`src/rtl/pinres_pkg.sv`:
```
package pinres_pkg;

   // How an undriven pin settles when both pull selects agree
   typedef enum logic {
      TIE_PULLUP = 1'b0,   // level follows the pull-up bit
      TIE_LOW    = 1'b1    // level is 1 only with pull-up alone
   } tie_policy_e;

   localparam int unsigned MAX_WIDTH = 1024;

endpackage

```
`src/rtl/pinres_drive.sv`:
```
module pinres_drive #(
   parameter int unsigned WIDTH = 32
) (
   input  logic [WIDTH-1:0] dout_i,
   input  logic [WIDTH-1:0] oe_i,
   input  logic [WIDTH-1:0] odrain_i,
   input  logic [WIDTH-1:0] inv_i,
   output logic [WIDTH-1:0] sent_o,
   output logic [WIDTH-1:0] drive_en_o
);
   for (genvar b = 0; b < WIDTH; b++) begin : g_bit
      logic sent;
      logic releases;
      assign sent     = dout_i[b] ^ inv_i[b];
      // open-drain lets go of the pin when the inverted value is high
      assign releases = odrain_i[b] & sent;
      assign sent_o[b]     = sent;
      assign drive_en_o[b] = oe_i[b] & ~releases;
   end
endmodule

```
`src/rtl/pinres_pull.sv`:
```
module pinres_pull
   import pinres_pkg::*;
#(
   parameter int unsigned WIDTH  = 32,
   parameter tie_policy_e POLICY = TIE_PULLUP
) (
   input  logic [WIDTH-1:0] pullup_i,
   input  logic [WIDTH-1:0] pulldn_i,
   output logic [WIDTH-1:0] float_o
);
   if (POLICY == TIE_PULLUP) begin : g_up
      // complementary or not, the pull-up bit decides
      assign float_o = pullup_i;
   end else begin : g_low
      assign float_o = pullup_i & ~pulldn_i;
   end
endmodule

```
`src/rtl/pinres_sample.sv`:
```
module pinres_sample #(
   parameter int unsigned WIDTH = 32
) (
   input  logic [WIDTH-1:0] pin_i,
   input  logic [WIDTH-1:0] inen_i,
   input  logic [WIDTH-1:0] inv_i,
   output logic [WIDTH-1:0] din_o
);
   for (genvar b = 0; b < WIDTH; b++) begin : g_bit
      logic gated;
      assign gated    = pin_i[b] & inen_i[b];
      assign din_o[b] = gated ^ inv_i[b];
   end
endmodule

```
`src/rtl/pin_resolver.sv`:
```
module pin_resolver
   import pinres_pkg::*;
#(
   parameter int unsigned WIDTH  = 32,
   parameter tie_policy_e POLICY = TIE_PULLUP
) (
   input  logic [WIDTH-1:0] dout_i,
   input  logic [WIDTH-1:0] oe_i,
   input  logic [WIDTH-1:0] odrain_i,
   input  logic [WIDTH-1:0] inv_i,
   input  logic [WIDTH-1:0] pullup_i,
   input  logic [WIDTH-1:0] pulldn_i,
   input  logic [WIDTH-1:0] inen_i,
   output logic [WIDTH-1:0] pin_o,
   output logic [WIDTH-1:0] driving_o,
   output logic [WIDTH-1:0] din_o
);
   if (WIDTH < 1 || WIDTH > MAX_WIDTH) begin : g_bad_width
      $error("pin_resolver: WIDTH out of range");
   end

   logic [WIDTH-1:0] sent;
   logic [WIDTH-1:0] drive_en;
   logic [WIDTH-1:0] float_lvl;
   logic [WIDTH-1:0] pin;

   pinres_drive #(.WIDTH(WIDTH)) u_drive (
      .dout_i     (dout_i),
      .oe_i       (oe_i),
      .odrain_i   (odrain_i),
      .inv_i      (inv_i),
      .sent_o     (sent),
      .drive_en_o (drive_en)
   );

   pinres_pull #(.WIDTH(WIDTH), .POLICY(POLICY)) u_pull (
      .pullup_i (pullup_i),
      .pulldn_i (pulldn_i),
      .float_o  (float_lvl)
   );

   assign pin = (drive_en & sent) | (~drive_en & float_lvl);

   pinres_sample #(.WIDTH(WIDTH)) u_sample (
      .pin_i  (pin),
      .inen_i (inen_i),
      .inv_i  (inv_i),
      .din_o  (din_o)
   );

   assign pin_o     = pin;
   assign driving_o = drive_en;
endmodule

```
`config.mk`:
```
export PLATFORM = sky130hd
export DESIGN_NAME = pin_resolver
export DESIGN_NICKNAME = d
export VERILOG_FILES = /design/src/rtl/pinres_pkg.sv /design/src/rtl/pinres_drive.sv /design/src/rtl/pinres_pull.sv /design/src/rtl/pinres_sample.sv /design/src/rtl/pin_resolver.sv
export SDC_FILE = /design/constraint.sdc
export NUM_CORES = 1
export LEC_CHECK = 0
export BUFFER_PORTS_ARGS = -buffer_cell sky130_fd_sc_hd__buf_2
export CORE_AREA = 2 2 125 127
export DETAILED_ROUTE_END_ITERATION = 7
export DIE_AREA = 0 0 127 129
export PLACE_DENSITY_LB_ADDON = 0.25
export SLEW_MARGIN = 10
export SYNTH_ARGS = -nofsm -noshare
export SYNTH_HDL_FRONTEND = slang
export SYNTH_HIERARCHICAL = 1
export SYNTH_SLANG_ARGS = --single-unit
export TNS_END_PERCENT = 10
```
`constraint.sdc`:
```
create_clock -name vclk -period 1.4
set_clock_uncertainty 0.05 [all_clocks]
set_input_delay 0 -clock vclk [all_inputs]
set_output_delay 0 -clock vclk [all_outputs]
set_load 0.01 [all_outputs]
```
==> flow_summary_export.csv <==
group,metric,value,unit
run_status,status,"completed",
routing,drcViolationCount,0,
power,combPwrFrac,100.0,%
synthesis,syn-num-nets,448,
synthesis,yosysUniqueCellTypes,6,
power,p_seq_share,0,%
timing,setup_viol,0,
power,p_leak,1.78,nW
min_path,min_from,"odrain_i[3]",
setup_path,endpoint_kind,"output port",
timing,worst_slew_pin_slew,0.243,ns
synthesis,synth_area_per_cell,8.40,um^2
timing,finalCriticalPeriod,1.26,ns
setup_path,cp.arrival,1.21,ns
global_routing,grt_pass1_vias,2088,
global_routing,grt_pass1_wl,7850,um
final_layout,drive_above_1_share,71.4,%
power,switchingPower,0.565,mW
global_routing,antenna_found_initial,1,
synthesis,syn_inst,224,
die,initial_core_util,12.6,%
min_path,hold_end,"driving_o[3]",
synthesis,seq_area_frac_synth,0,%
timing,rsz0062_at_grt,"false",
global_routing,grt_usage,5.34,%
routing,routed_via_density,3.52,
final_layout,final_cells,637,
die,core_region_area,15000,um^2
clock_network,hold_buffers,0,
final_layout,nClkBuffers,0,
die,rows,45,
clock_network,cts_resized,0,
global_routing,use_met2,12.7,%
placement,place_hpwl,5420,um
global_routing,grt.busiest_layer,"met2",
timing,hold_slack,0.234,ns
global_routing,grt_overflow,0,
routing,postRouteAntennaNets,0,
die,dieWidth,127,um
synthesis,yosysWarningCount,6,
routing,routed_wirelength,5610,um
placement,gp_congestion,0.721,
synthesis,yosys.area.top_type_share,25.5,%
timing,max_freq,796,MHz
routing,wl_per_cell,8.80,um
placement,portBuffers,288,
power,finalPower,1.26,mW
synthesis,yosysMostFrequentCell,"buf_4",
power,clkPwrFrac,0,%
synthesis,synth_area_leaders,"buf_4, mux2_4, xnor2_1",
power,sw_frac_of_total,44.8,%
die,die_h,129,um
placement,placed_cells_incl_taps,636,
timing,min_period_over_period,89.7,%
die,dieArea,16400,um^2
setup_path,cp_max_fo,2,
power,ir_drop,0.106,mV
setup_path,cp.required,1.35,ns
routing,dr.first_iter.drc_count,14,
final_layout,numSequentialCells,0,
min_path,min_path_type,"input pin to output port",
setup_path,worstSetupPathType,"input pin to output port",
final_layout,fin_nets,674,
run,max-cap-violations,0,
routing,vias,2240,
clock_network,cts_setup_buffers,0,
global_routing,grt_max_degree,3,
timing,finalMaxSlewViolations,0,
timing,tns,0,ns
power,p_int,0.697,mW
timing,relSlewSlack,83.7,%
global_routing,grtUsageMet3,0.707,%
setup_path,cp-start-kind,"input pin",
synthesis,syn_area,1880,um^2
timing,hold_viol,0,
routing,drt-pass1-iter-count,2,
die,ios,320,
power,p_per_area,409,nW/um^2
final_layout,area_growth,63.7,%
final_layout,final_core_util,20.6,%
min_path,min_path_cells,3,
synthesis,synth_top_area_cell,"buf_4",
final_layout,regArea,0,um^2
global_routing,met1_usage,4.79,%
-- critical path, cell delays in order --
cell	delay (ns)
buf_2	0.12
xor2_1	0.17
a21boi_1	0.23
mux2_4	0.33
nand2_1	0.08
xnor2_1	0.12
buf_2	0.16
-- area by class of cell --
class / count / area (um^2)
multi-input cells: 160 / 1400
diodes: 1 / 2.50
fillers: 1697 / 11900
well taps: 188 / 235
repair buffers: 288 / 1440
-- through the flow --
step / cell area, um^2 / setup slack, ns
after floorplan: 1880 / 0.291
after global placement: 3080 / 0.173
after global routing: 3080 / 0.0339
after CTS: 3080 / 0.129
final: 3080 / 0.144
after detailed placement: 3080 / 0.133
-- per-layer routing --
metal  up-vias  wire [um]
met5         -          0
met4         0          0
met3         0        556
met2       130       3340
met1       985       1710
li1       1125          -
-- cells in the final DEF (no fill, tap or decap), drive strengths merged --
cell    count
xor2       32
xnor2      32
nand2      32
a21boi     32
diode       1
buf       288
mux2       32
-- logic make-up (layout without fill, tap and decap cells) --
family                    after synthesis  after routing  share of synthesized area (%)
AOI/OAI and AO/OA                      32             32                           12.8
buffers and inverters                  64            288                           25.5
and+or+nand+nor                        32             32                           6.38
muxes                                  32             32                           25.5
other                                   0              1                              0
xor gates and xnor gates               64             64                           29.8
-- worst max-delay path by stage --
stage,cells after the start,start,end
after global routing,7,inv_i[26],din_o[26]
final,7,inv_i[18],din_o[18]
after detailed placement,7,inv_i[6],din_o[6]
after CTS,7,inv_i[6],din_o[6]
after global placement,7,inv_i[6],din_o[6]
after floorplan,5,inv_i[0],din_o[0]
-- power by group through the flow --
stage	clock, mW	combinational, mW	sequential, mW
final	0.0000000956	1.26	0
after global routing	0	1.37	0
after CTS	0	1.28	0
after detailed placement	0	1.27	0
after global placement	0	1.26	0
after floorplan	0	0.858	0
Power figures use the tool's default switching activity.
